`src/rtl/uart_tx_pkg.sv`:
```
package uart_tx_pkg;

  localparam int DATA_W    = 8;
  localparam int MIN_LEN   = 5;
  localparam int FRAME_MAX = 1 + DATA_W + 1 + 2;
  localparam int FIW       = $clog2(FRAME_MAX);
  localparam int FLW       = $clog2(FRAME_MAX + 1);

  typedef struct packed {
    logic [1:0] len_code;
    logic       par_en;
    logic       par_odd;
    logic       stop2;
  } line_cfg_t;

  // Whole frame, bit 0 first on the line; unused upper bits are idle ones.
  function automatic logic [FRAME_MAX-1:0] build_frame(input logic [DATA_W-1:0] d,
                                                       input line_cfg_t c);
    logic [FRAME_MAX-1:0] f;
    logic p;
    int n;
    n = int'(c.len_code) + MIN_LEN;
    f = '1;
    f[0] = 1'b0;
    p = c.par_odd;
    for (int i = 0; i < DATA_W; i++) begin
      if (i < n) begin
        f[FIW'(i + 1)] = d[i];
        p = p ^ d[i];
      end
    end
    if (c.par_en) f[FIW'(n + 1)] = p;
    return f;
  endfunction

  function automatic logic [FLW-1:0] frame_len(input line_cfg_t c);
    return FLW'(2 + MIN_LEN + int'(c.len_code) + int'(c.par_en) + int'(c.stop2));
  endfunction

endpackage

```
`src/rtl/uart_tx_fifo.sv`:
```
module uart_tx_fifo #(
  parameter int DEPTH = 4,
  parameter int W     = 8
) (
  input  logic         clk,
  input  logic         rst_n,
  input  logic         in_valid,
  input  logic [W-1:0] in_data,
  output logic         in_ready,
  output logic         out_valid,
  output logic [W-1:0] out_data,
  input  logic         out_ready,
  output logic         full,
  output logic         empty,
  output logic         ovf
);
  localparam int AW = (DEPTH > 1) ? $clog2(DEPTH) : 1;
  localparam int CW = $clog2(DEPTH + 1);

  logic [W-1:0]  mem [DEPTH];
  logic [AW-1:0] wp, rp;
  logic [CW-1:0] cnt;
  logic          push, pop;

  function automatic logic [AW-1:0] step(input logic [AW-1:0] p);
    return (p == AW'(DEPTH - 1)) ? '0 : p + 1'b1;
  endfunction

  assign full      = (cnt == CW'(DEPTH));
  assign empty     = (cnt == '0);
  assign in_ready  = !full;
  assign out_valid = !empty;
  assign out_data  = mem[rp];
  assign push      = in_valid && in_ready;
  assign pop       = out_valid && out_ready;

  always_ff @(posedge clk) begin
    if (push) mem[wp] <= in_data;
  end

  always_ff @(posedge clk or negedge rst_n) begin
    if (!rst_n) begin
      wp  <= '0;
      rp  <= '0;
      cnt <= '0;
      ovf <= 1'b0;
    end else begin
      if (push) wp <= step(wp);
      if (pop)  rp <= step(rp);
      case ({push, pop})
        2'b10:   cnt <= cnt + 1'b1;
        2'b01:   cnt <= cnt - 1'b1;
        default: cnt <= cnt;
      endcase
      if (in_valid && full) ovf <= 1'b1;
    end
  end

  assert_count_bound_R2: assert property (@(posedge clk) disable iff (!rst_n)
    cnt <= CW'(DEPTH));
  assert_full_holds_R2: assert property (@(posedge clk) disable iff (!rst_n)
    (full && !out_ready) |=> full);
  assert_overflow_sticky_R3: assert property (@(posedge clk) disable iff (!rst_n)
    ovf |=> ovf);

endmodule

```
`src/rtl/uart_tx_shifter.sv`:
```
module uart_tx_shifter
  import uart_tx_pkg::*;
#(
  parameter int TICKS_PER_BIT = 16
) (
  input  logic              clk,
  input  logic              rst_n,
  input  logic              tx_en,
  input  logic              bit_tick,
  input  line_cfg_t         cfg,
  input  logic              brk,
  input  logic              src_valid,
  input  logic [DATA_W-1:0] src_data,
  output logic              src_ready,
  output logic              active,
  output logic              txd
);
  localparam int TW = (TICKS_PER_BIT > 1) ? $clog2(TICKS_PER_BIT) : 1;

  logic [TW-1:0]        tick_cnt;
  logic [FLW-1:0]       bits_left;
  logic [FRAME_MAX-1:0] shreg;
  logic                 bit_done, last_bit, may_start;

  assign bit_done  = active && bit_tick && (tick_cnt == TW'(TICKS_PER_BIT - 1));
  assign last_bit  = bit_done && (bits_left == FLW'(1));
  assign may_start = tx_en && !brk && src_valid && (!active || last_bit);
  assign src_ready = may_start;

  always_ff @(posedge clk or negedge rst_n) begin
    if (!rst_n) begin
      active    <= 1'b0;
      tick_cnt  <= '0;
      bits_left <= '0;
      shreg     <= '1;
    end else if (may_start) begin
      active    <= 1'b1;
      tick_cnt  <= '0;
      shreg     <= build_frame(src_data, cfg);
      bits_left <= frame_len(cfg);
    end else if (bit_done) begin
      tick_cnt <= '0;
      if (last_bit) begin
        active <= 1'b0;
        shreg  <= '1;
      end else begin
        shreg     <= {1'b1, shreg[FRAME_MAX-1:1]};
        bits_left <= bits_left - 1'b1;
      end
    end else if (active && bit_tick) begin
      tick_cnt <= tick_cnt + 1'b1;
    end
  end

  assign txd = brk ? 1'b0 : (active ? shreg[0] : 1'b1);

  assert_no_start_in_break_R9: assert property (@(posedge clk) disable iff (!rst_n)
    (brk && !active) |=> !active);
  assert_no_start_disabled_R10: assert property (@(posedge clk) disable iff (!rst_n)
    (!tx_en && !active) |=> !active);
  assert_start_bit_low_R4: assert property (@(posedge clk) disable iff (!rst_n)
    (src_valid && src_ready) |=> !shreg[0]);

endmodule

```
`src/rtl/uart_tx_path.sv`:
```
module uart_tx_path
  import uart_tx_pkg::*;
#(
  parameter int FIFO_DEPTH    = 4,
  parameter int TICKS_PER_BIT = 16
) (
  input  logic              clk,
  input  logic              rst_n,
  input  logic              tx_en,
  input  logic              bit_tick,
  input  logic              wr_valid,
  input  logic [DATA_W-1:0] wr_data,
  output logic              wr_ready,
  input  logic [1:0]        cfg_len_code,
  input  logic              cfg_par_en,
  input  logic              cfg_par_odd,
  input  logic              cfg_stop2,
  input  logic              cfg_break,
  output logic              txd,
  output logic              busy,
  output logic              fifo_full,
  output logic              fifo_empty,
  output logic              overflow
);
  line_cfg_t         cfg;
  logic              q_valid, q_ready, active;
  logic [DATA_W-1:0] q_data;

  assign cfg = '{len_code: cfg_len_code, par_en: cfg_par_en,
                 par_odd: cfg_par_odd, stop2: cfg_stop2};

  uart_tx_fifo #(.DEPTH(FIFO_DEPTH), .W(DATA_W)) u_fifo (
    .clk(clk), .rst_n(rst_n),
    .in_valid(wr_valid), .in_data(wr_data), .in_ready(wr_ready),
    .out_valid(q_valid), .out_data(q_data), .out_ready(q_ready),
    .full(fifo_full), .empty(fifo_empty), .ovf(overflow)
  );

  uart_tx_shifter #(.TICKS_PER_BIT(TICKS_PER_BIT)) u_shift (
    .clk(clk), .rst_n(rst_n), .tx_en(tx_en), .bit_tick(bit_tick),
    .cfg(cfg), .brk(cfg_break),
    .src_valid(q_valid), .src_data(q_data), .src_ready(q_ready),
    .active(active), .txd(txd)
  );

  assign busy = !fifo_empty || active || cfg_break;

  assert_idle_line_high_R8: assert property (@(posedge clk) disable iff (!rst_n)
    !busy |-> txd);
  assert_busy_after_accept_R8: assert property (@(posedge clk) disable iff (!rst_n)
    (wr_valid && wr_ready) |=> busy);

endmodule

```
`config.mk`:
```
export PLATFORM = sky130hd
export DESIGN_NAME = uart_tx_path
export DESIGN_NICKNAME = d
export VERILOG_FILES = /design/src/rtl/uart_tx_pkg.sv /design/src/rtl/uart_tx_fifo.sv /design/src/rtl/uart_tx_shifter.sv /design/src/rtl/uart_tx_path.sv
export SDC_FILE = /design/constraint.sdc
export NUM_CORES = 1
export LEC_CHECK = 0
export ABC_AREA = 1
export BUFFER_PORTS_ARGS = -buffer_cell sky130_fd_sc_hd__buf_2
export CAP_MARGIN = 20
export CORE_MARGIN = 2
export CORE_UTILIZATION = 40
export DETAILED_ROUTE_END_ITERATION = 7
export PLACE_DENSITY = 0.61
export SYNTH_ARGS = -nofsm -noshare
export SYNTH_HDL_FRONTEND = slang
export SYNTH_SLANG_ARGS = --single-unit
```
`constraint.sdc`:
```
create_clock -name clk -period 7.85 [get_ports clk]
set_clock_uncertainty 0.2 [all_clocks]
set_input_delay 1.57 -clock clk [delete_from_list [all_inputs] [get_ports clk]]
set_output_delay 1.57 -clock clk [all_outputs]
set_load 0.01 [all_outputs]
```
==> metrics.md, run 1 <==
| Metric | Value |
|---|---|
| Status | `finished clean` |
| First-pass GRT wire length | `11230 um` |
| Max FO, Critical Path | `18` |
| Finish-stage setup viols | `0` |
| Seq/Total Area, Yosys | `51.05%` |
| Cts bufs inserted | `9` |
| Num rows | `33` |
| Post-synth ARST share | `47.54%` |
| Area of the mapped netlist | `3333 um2` |
| Die Span Y | `95.29 um` |
| Largest net degree at the start of global routing | `30` |
| Die Area | `9079 um2` |
| Total grt overflow | `0` |
| Ports | `25` |
| Hold Crit Start | `u_fifo.ovf` |
| Synth-to-layout area growth | `11.41%` |
| Simple logic cell fraction of the synthesized area | `25.04%` |
| PostCTS Resize Cnt | `0` |
| Diode count | `0` |
| Synthesized netlist cell count | `389` |
| Syn_area_per_cell | `8.569 um2` |
| RSZ-0062 raised after global routing | `no` |
| Endpoints failing hold | `0` |
| Routed len/inst | `12.30 um` |
| Syn. warnings | `0` |
| Gp weighted congestion | `0.7950` |
| Hold Path Class | `reg -> reg` |
| Synth cell types | `34` |
| Compound-Gate Fraction of Synth Area | `6.944%` |
| Critical path origin | `bit_tick` |
| Htree depth | `3` |
| Final setup TNS | `0 ns` |
| Clk Latency, worst-skew pair | `0.34 ns` |
| EDFF count, synth | `32` |
| FILL cells | `800` |
| Post-synthesis mux area share | `0%` |
| Min cycle time layout | `3.743 ns` |
| Worst setup path class | `in -> reg` |
| Xor/xnor cell area share of the yosys netlist | `1.577%` |
| Synth Area in Adders | `6.456%` |
| Dpl hpwl | `4486 um` |
| Post-Synthesis Net Count | `424` |
| Startpoint types | `input port` |
| Setup bufs post-CTS | `0` |
| Starting density of the core | `40.98%` |
| DR vias/cell | `4.792` |
| Final core utilization | `45.65%` |
| Maxcap violations | `0` |
| Main combinational cell family by area after synthesis | `simple AND/OR/NAND/NOR gates` |
| Top cell type's share of synthesized area | `28.83%` |
| Primary FF master, synth | `edfxtp_1` |
| Clock Sink Count | `61` |
| WP data required | `7.86 ns` |
| Die span in x | `95.29 um` |
| Slew Limit Headroom | `42.88%` |
| Number of DRC violations after detailed-routing iteration 0 | `120` |
| DRC Markers | `0` |
| Reg2reg start | `u_fifo.rp[0]` |
| FF+latch count, synth | `61` |
| Fraction of layout cells with a size suffix above 1 | `14.59%` |
| Vias after detailed routing | `2506` |
| CP endpoint kind | `flip-flop` |
| Worst slew pin tran | `0.8536 ns` |
| Lkg Pwr | `1.753 nW` |
| Final ANT Viol Nets | `0` |
| Top cells by area, synth | `edfxtp_1 (29%), nand2_1 (13%), dfrtp_1 (13%)` |
| NumNets Final | `448` |
| Max Clock Freq | `267.2 MHz` |
| Vias in the first global route | `2391` |
| Final wirelength | `6433 um` |
| Crit path DAT | `3.76 ns` |
| Final period util | `47.68%` |
| Port buffer count | `24` |
| Initial antenna violation count | `0` |
| Hold_buf cts | `0` |
| VDD IR max | `128.6 uV` |
| Slew Viols, Final | `0` |
| DR pass1 iterations | `4` |
| Top cell type by total area after synthesis | `edfxtp_1` |
| Pwr per Cell Area | `349.1 nW/um2` |
| GRT Util Overall | `16.25%` |
| CTS tree | `built` |
| CTS Buffer Depth | `2` |
| Register clock-pin slew on the reported worst setup and hold paths | `0.07 ns` |
| Root buffer cell | `clkbuf_8` |
| CORE AREA | `8134 um2` |
==> per-layer routing <==
| layer | up-vias | global-route usage [%] | routed length [um] |
|---|---|---|---|
| met2 | 38 | 25.76 | 2941 |
| met1 | 1169 | 22.01 | 3136 |
| li1 | 1285 | - | - |
| met5 | - | 0 | 0 |
| met3 | 14 | 3.241 | 245 |
| met4 | 0 | 6.159 | 110 |
==> cells in the mapped netlist (all sizes together) (4+ instances only) <==
cell type,instances
clkbuf,7
nand3,33
nand2,118
xor2,4
dfrtp,17
buf,4
ha,14
a21oi,11
o21ai,15
dfstp,12
nor2,29
inv,63
edfxtp,32
nor3,10
==> layout by cell type, fill, tap and decap left out <==
cell / instances
clkinv_2: 1
o32ai_1: 1
nor2_4: 3
clkinv_4: 1
clkbuf_8: 9
nand2_2: 1
inv_2: 2
o221ai_1: 1
o22ai_1: 2
nand2_1: 117
xor2_1: 4
nand3_2: 1
a21o_1: 2
nor3_1: 10
o21ai_0: 14
buf_2: 24
nor2_1: 26
fa_1: 2
ha_1: 14
nand4_1: 2
dfrtp_1: 17
a211oi_1: 1
a21oi_1: 11
or2_2: 2
xnor2_1: 2
a21boi_4: 1
bufinv_16: 1
edfxtp_1: 32
clkinvlp_4: 2
o21a_1: 1
nand3_4: 1
inv_1: 61
o21ai_1: 1
dfstp_2: 12
clkinv_1: 2
o211ai_1: 3
nand3_1: 31
==> area by class of cell <==
type	instances	area [um2]	area share, %
Tap cell	105	131.4	3.538
Clock buffer	9	123.9	3.336
Multi-Input combinational cell	254	1334	35.92
Timing Repair Buffer	24	120.1	3.234
Sequential cell	61	1702	45.82
Clock inverter	7	66.31	1.786
Inverter	63	236.5	6.368
==> flip-flops by register name, indices dropped and copies added, names as in the netlist <==
register           count
u_fifo.mem            32
u_shift.bits_left      4
u_fifo.cnt             3
u_fifo.wp              2
u_fifo.ovf             1
u_shift.shreg         12
u_shift.tick_cnt       4
u_fifo.rp              2
u_shift.active         1
==> per-stage QoR <==
step / setup slack (ns) / instance area [um2] / total power, mW / hold slack (ns) / std cells
floorplan: 4.092 / 3333 / 0.9124 / 0.2465 / 389
global placement: 3.839 / 3523 / 1.025 / 0.2446 / 507
detailed placement: 3.786 / 3523 / 1.041 / 0.2426 / 507
CTS: 4.110 / 3714 / 1.313 / 0.2626 / 523
global route: 3.815 / 3714 / 1.425 / 0.2834 / 523
finish: 4.107 / 3714 / 1.296 / 0.2574 / 523
==> cell families (layout without fill, tap and decap cells) <==
kind of cell    Yosys count  after routing
simple gates            194            194
fa+ha+maj                16             16
xor+xnor                  6              6
flops                    61             61
buf+inv                  74            103
compound gates           38             38
==> power by group <==
part | total (mW) | switching [mW] | internal, mW
clock | 0.267 | 0.123 | 0.144
combinational | 0.491 | 0.319 | 0.172
sequential | 0.538 | 0.0770 | 0.461
total | 1.30 | 0.519 | 0.777
==> final timing paths <==
path / endpoint / slack, ns / cells after the start
min in group asynchronous: u_shift.bits_left[1] / 1.06 / 1
setup / recovery: u_fifo.cnt[2] / 4.11 / 13
max in group asynchronous: u_fifo.wp[1] / 5.96 / 1
hold reg to reg: u_fifo.ovf / 0.26 / 1
hold / removal: u_fifo.ovf / 0.26 / 1
setup reg to reg: u_shift.shreg[5] / 4.88 / 12
==> critical path, stage by stage <==
cell,delay (ns)
buf_2,0.08
nand2_2,0.07
inv_2,0.10
nand3_2,0.09
nor2_4,0.15
nand3_4,0.11
a21boi_4,0.48
ha_1,0.24
inv_1,0.07
fa_1,0.37
a21oi_1,0.15
o21ai_0,0.11
xor2_1,0.15
Power figures use the tool's default switching activity.
==> inputs of run 2 (changes only) <==
==> constraint.sdc (replaced) <==
create_clock -name clk -period 3.55 [get_ports clk]
set_clock_uncertainty 0.2 [all_clocks]
set_input_delay 0.71 -clock clk [delete_from_list [all_inputs] [get_ports clk]]
set_output_delay 0.71 -clock clk [all_outputs]
set_load 0.01 [all_outputs]
==> metrics.md, run 2 (same netlist as run 1, synthesis figures left out) <==
| Metric | Value |
|---|---|
| Status | `finished clean` |
| VDD IR max | `246.5 uV (+92%)` |
| CORE AREA | `8134 um2 (unchanged)` |
| Startpoint types | `flip-flop` |
| Multi-input gate area | `1334 um2 (unchanged)` |
| Num rows | `33 (unchanged)` |
| Port buffer count | `24 (unchanged)` |
| Root buffer cell | `clkbuf_8` |
| WP data required | `3.64 ns (-4.22 ns)` |
| Max FO, Critical Path | `22 (+4)` |
| Die span in x | `95.29 um (unchanged)` |
| Synth-to-layout area growth | `11.64%` |
| Total grt overflow | `0 (unchanged)` |
| GRT Util Overall | `16.21% (-0.046 points)` |
| Vias in the first global route | `2398 (+0.29%)` |
| Die Area | `9079 um2 (unchanged)` |
| Number of DRC violations after detailed-routing iteration 0 | `99 (-18%)` |
| Gp weighted congestion | `0.7812 (-1.7%)` |
| PostCTS Resize Cnt | `0 (unchanged)` |
| Slew Viols, Final | `0 (unchanged)` |
| Delay of the slowest critical-path stage | `0.47 ns (about the same)` |
| Dpl cell area | `3538 um2 (+0.43%)` |
| Placed Cells | `509 (+0.39%)` |
| Slew Limit Headroom | `45.47% (+2.6 points)` |
| Routed len/inst | `12.67 um (+3.0%)` |
| Largest registers | `u_fifo.mem (32), u_shift.shreg (12)` |
| Setup bufs post-CTS | `0 (unchanged)` |
| FF+latch area | `1702 um2 (unchanged)` |
| DR vias/cell | `4.796 (about the same)` |
| Final period util | `72.96%` |
| FILL cells | `789 (-1.4%)` |
| Max Clock Freq | `386.1 MHz` |
| Hold_buf cts | `0 (unchanged)` |
| Clk Latency, worst-skew pair | `0.35 ns (about the same)` |
| Min cycle time layout | `2.590 ns` |
| Largest net degree at the start of global routing | `30 (unchanged)` |
| Starting density of the core | `40.98% (unchanged)` |
| Vias after detailed routing | `2518 (+0.48%)` |
| Worst setup path class | `reg -> reg` |
| Crit-path cells | `buf_4 > inv_1 > nand2_1 > nand2_1 > nand2_1 > nand2_1 > nand2_1 > nand2_1 > nand2_1 > nand2_1 > nand2_1 > nand2_1 > nand2_1 > nand2_1 > nand3_1 > nand2_1 > nand2_1` |
| Global routing usage on met1 | `20.88% (-1.1 points)` |
| Diode count | `0 (unchanged)` |
| GRT Max-Usage Layer | `met2` |
| Worst slew pin tran | `0.8149 ns (-0.03872 ns)` |
| CP endpoint kind | `flip-flop` |
| NumNets Final | `450 (+0.45%)` |
| Pwr per Cell Area | `770.8 nW/um2 (+120%)` |
| Die Span Y | `95.29 um (unchanged)` |
| Most frequent cells in the layout | `nand2_1 (117), inv_1 (61), edfxtp_1 (32), nand3_1 (31), nor2_1 (26)` |
| Top reg by flops | `u_fifo.mem` |
| Maxcap violations | `0 (unchanged)` |
| Endpoints failing hold | `0 (unchanged)` |
| RSZ-0062 raised after global routing | `no` |
| Register clock-pin slew on the reported worst setup and hold paths | `0.08 ns (about the same)` |
| Crit-path slowest cell | `inv_1` |
| Hold Path Class | `in -> async` |
| Most common cell after layout, fill and taps aside | `nand2_1` |
| Most frequent CP cell | `nand2_1` |
| Final Cell Area | `3721 um2 (+0.20%)` |
| Max FFs per register | `32 (unchanged)` |
| CTS Buffer Depth | `2 (unchanged)` |
| DR pass1 iterations | `4 (unchanged)` |
| Crit path DAT | `2.68 ns (-1.08 ns)` |
| Finish-stage setup viols | `0 (unchanged)` |
| CTS tree | `built` |
| Final cell count without fillers | `525 (+0.38%)` |
| Initial antenna violation count | `0 (unchanged)` |
| Final setup TNS | `0 ns (unchanged)` |
| M2 GR Usage | `26.17% (+0.41 points)` |
| Fraction of layout cells with a size suffix above 1 | `15.48% (+0.88 points)` |
| First-pass GRT wire length | `11130 um (-0.93%)` |
| DRC Markers | `0 (unchanged)` |
| Final ANT Viol Nets | `0 (unchanged)` |
| Clock Sink Count | `61 (unchanged)` |
| CP delay by family, top | `simple AND/OR/NAND/NOR gates` |
| Ports | `25 (unchanged)` |
| Worst path bufs/invs | `2 (-1)` |
| Htree depth | `3 (unchanged)` |
| Final wirelength | `6651 um (+3.4%)` |
| Lkg Pwr | `1.759 nW (+0.37%)` |
| Cts bufs inserted | `9 (unchanged)` |
| Dpl hpwl | `4673 um (+4.2%)` |
| Met3 usage | `3.478% (+0.24 points)` |
run 2: layer usage:
metal / wire length, um / up-vias
li1: - / 1290
met1: 3107 / 1174
met2: 3076 / 41
met3: 302 / 13
met4: 164 / 0
met5: 0 / -
run 2: worst reg2reg max path: cells and delay by family, from the launching register on:
kind          cells  cell delay [ns]
simple gates     15             1.25
buf+inv           2             0.69
flops             1             0.37
run 2: worst paths after layout:
path                              start              endpoint  slack [ns]  cells past startpoint
max in group asynchronous         rst_n         u_fifo.cnt[1]        2.54                      1
setup reg to reg           u_fifo.rp[0]      u_shift.shreg[9]        0.96                     17
min in group clk             u_fifo.ovf            u_fifo.ovf        0.26                      1
hold / removal                    rst_n  u_shift.bits_left[3]        0.18                      1
setup / recovery           u_fifo.rp[0]      u_shift.shreg[9]        0.96                     17
hold reg to reg              u_fifo.ovf            u_fifo.ovf        0.26                      1
run 2: metrics by stage:
stage / hold WS (ns) / power, mW / util [%] / setup slack, ns
after floorplan: 0.2144 / 2.018 / - / 0.6517
after CTS: 0.2018 / 2.898 / 45.75 / 0.9588
after detailed placement: 0.2484 / 2.320 / 43.50 / 0.7253
final: 0.1831 / 2.868 / 45.75 / 0.9599
after global routing: 0.2311 / 3.126 / 45.75 / 0.6063
after global placement: 0.2438 / 2.278 / 43.50 / 0.7765
run 2: report_power, final:
part           switching (mW)  total [mW]  internal, mW
sequential              0.143        1.16          1.02
combinational           0.740        1.13         0.388
clock                   0.316       0.577         0.261
run 2: cell type report:
type | count | area share [%]
Clock buffer | 9 | 3.329
Clock inverter | 7 | 1.580
Inverter | 63 | 6.355
Multi-Input combinational cell | 254 | 35.84
Sequential cell | 61 | 45.73
Tap cell | 105 | 3.531
Timing Repair Buffer | 26 | 3.631
==> inputs of run 3 (changes only) <==
==> constraint.sdc (replaced) <==
create_clock -name clk -period 2.6 [get_ports clk]
set_clock_uncertainty 0.2 [all_clocks]
set_input_delay 0.52 -clock clk [delete_from_list [all_inputs] [get_ports clk]]
set_output_delay 0.52 -clock clk [all_outputs]
set_load 0.01 [all_outputs]
==> metrics.md, run 3 (same netlist as run 1, synthesis figures left out) <==
| Metric | Value |
|---|---|
| Min cycle time layout | `2.387 ns (-0.2034 ns)` |
| Gp weighted congestion | `0.8182 (+4.7%)` |
| Failing checks | `hold timing` |
| Critical path origin | `u_shift.tick_cnt[0]` |
| Register clock-pin slew on the reported worst setup and hold paths | `0.07 ns (about the same)` |
| Dpl cell area | `3651 um2 (+3.2%)` |
| Routed len/inst | `11.92 um (-5.9%)` |
| Final Cell Area | `3841 um2 (+3.2%)` |
| Crit path DAT | `2.41 ns (-0.27 ns)` |
| First-pass GRT wire length | `11100 um (-0.31%)` |
| FF+latch area | `1703 um2 (about the same)` |
| Num rows | `33 (unchanged)` |
| Total grt overflow | `0 (unchanged)` |
| Final wirelength | `6365 um (-4.3%)` |
| Die span in x | `95.29 um (unchanged)` |
| Lkg Pwr | `1.809 nW (+2.8%)` |
| Die Span Y | `95.29 um (unchanged)` |
| Setup bufs post-CTS | `0 (unchanged)` |
| Htree depth | `3 (unchanged)` |
| Synth-to-layout area growth | `15.24%` |
| Slew Viols, Final | `0 (unchanged)` |
| Fraction of layout cells with a size suffix above 1 | `17.95% (+2.5 points)` |
| Final cell count without fillers | `534 (+1.7%)` |
| CP delay by family, top | `adder cells` |
| Worst slew pin tran | `0.6452 ns (-0.1698 ns)` |
| Worst path bufs/invs | `1 (-1)` |
| Root buffer cell | `clkbuf_8` |
| Final period util | `91.80% (+19 points)` |
| RR Endpoint | `u_fifo.cnt[2]` |
| Clk Latency, worst-skew pair | `0.34 ns (about the same)` |
| FILL cells | `757 (-4.1%)` |
| Largest net degree at the start of global routing | `30 (unchanged)` |
| Crit-path cells | `ha_1 > nand3_4 > nor2_4 > nand3_4 > a21boi_4 > ha_4 > inv_4 > fa_2 > a21oi_1 > o21ai_1 > xor2_1` |
| Final setup TNS | `0 ns (unchanged)` |
| DR vias/cell | `4.682 (-2.4%)` |
| R2R cell count | `11 (-6)` |
| R2R setup slack | `0.21 ns (-0.75 ns)` |
| Number of DRC violations after detailed-routing iteration 0 | `98 (-1.0%)` |
| Status | `finished, violations left` |
| WP depth | `11 (-6)` |
| Final ANT Viol Nets | `0 (unchanged)` |
| Delay of the slowest critical-path stage | `0.39 ns (-0.08 ns)` |
| Vias after detailed routing | `2500 (-0.71%)` |
| Reg2reg start | `u_shift.tick_cnt[0]` |
| CTS tree | `built` |
| Most frequent cells in the layout | `nand2_1 (117), inv_1 (60), edfxtp_1 (32), nand3_1 (31), nor2_1 (26)` |
| Max FO, Critical Path | `5 (-77%)` |
| Hold_buf cts | `0 (unchanged)` |
| Startpoint types | `flip-flop` |
| DR pass1 iterations | `6 (+2)` |
| Setup slack after layout | `0.2133 ns (-0.7466 ns)` |
| Post-placement setup slack | `0.04387 ns (-0.6814 ns)` |
| DRC Markers | `0 (unchanged)` |
| NumNets Final | `459 (+2.0%)` |
| Diode count | `0 (unchanged)` |
| RSZ-0062 raised after global routing | `no` |
| Max Clock Freq | `419.0 MHz (+8.5%)` |
| Most common cell after layout, fill and taps aside | `nand2_1` |
| WP data required | `2.62 ns (-1.02 ns)` |
| Worst setup path class | `reg -> reg` |
| VDD IR max | `449.3 uV (+82%)` |
| Finish-stage setup viols | `0 (unchanged)` |
| Starting density of the core | `40.98% (unchanged)` |
| Clock Sink Count | `61 (unchanged)` |
| Ports | `25 (unchanged)` |
| Most frequent CP cell | `nand3_4` |
| Slew Limit Headroom | `56.99% (+12 points)` |
| Dpl hpwl | `4543 um (-2.8%)` |
| Max FFs per register | `32 (unchanged)` |
| Die Area | `9079 um2 (unchanged)` |
| Initial antenna violation count | `0 (unchanged)` |
| Crit-path slowest cell | `dfrtp_1` |
| Placed Cells | `518 (+1.8%)` |
| Multi-input gate area | `1370 um2 (+2.7%)` |
| Hold Path Class | `in -> async` |
| Top reg by flops | `u_fifo.mem` |
| CORE AREA | `8134 um2 (unchanged)` |
| Endpoints failing hold | `2 (+2)` |
| Vias in the first global route | `2439 (+1.7%)` |
| Largest registers | `u_fifo.mem (32), u_shift.shreg (12)` |
| CP endpoint kind | `flip-flop` |
| Maxcap violations | `0 (unchanged)` |
| GRT Util Overall | `16.16% (-0.042 points)` |
| Port buffer count | `24 (unchanged)` |
| Hold slack | `-0.003897 ns (-0.1870 ns)` |
| End point of the critical path | `u_fifo.cnt[2]` |
| CTS Buffer Depth | `2 (unchanged)` |
| Pwr per Cell Area | `1046 nW/um2 (+36%)` |
| Design Power | `4.018 mW (+40%)` |
| PostCTS Resize Cnt | `0 (unchanged)` |
| Cts bufs inserted | `9 (unchanged)` |
## run 3: routing by layer
layer,vias up,wire length (um),GRT usage (%)
met4,0,120,6.039
met1,1143,3113,21.30
li1,1311,-,-
met3,11,246,4.348
met5,-,0,0
met2,35,2884,25.53
## run 3: power by group
group,switching (mW),internal (mW)
Combinational,1.06,0.594
Clock,0.374,0.435
Sequential,0.163,1.39
## run 3: how the worst min path moves through the flow
stage | startpoint | end | slack [ns]
after CTS | rst_n | u_shift.bits_left[2] | 0.01
after detailed placement | u_fifo.ovf | u_fifo.ovf | 0.24
after global routing | rst_n | u_shift.bits_left[2] | 0.04
final | rst_n | u_shift.bits_left[2] | -0.004
after global placement | u_fifo.ovf | u_fifo.ovf | 0.25
after floorplan | rst_n | u_fifo.cnt[0] | 0.02
## run 3: layout make-up
type                    instances  share of cell area [%]
well taps                     105                   3.420
repair buffers                 35                   5.277
clock buffers                   9                   3.225
inverters                      63                   6.352
flip-flops and latches         61                   44.33
clock inverters                 7                   1.726
multi-input cells             254                   35.67
## run 3: through the flow
stage          utilization (%)  hold slack, ns
2_1_floorplan                -         0.02441
4_1_cts                  47.22         0.01063
3_5_place_dp             44.89          0.2426
6_report                 47.22       -0.003897
3_3_place_gp             44.89          0.2453
5_1_grt                  47.22         0.03932
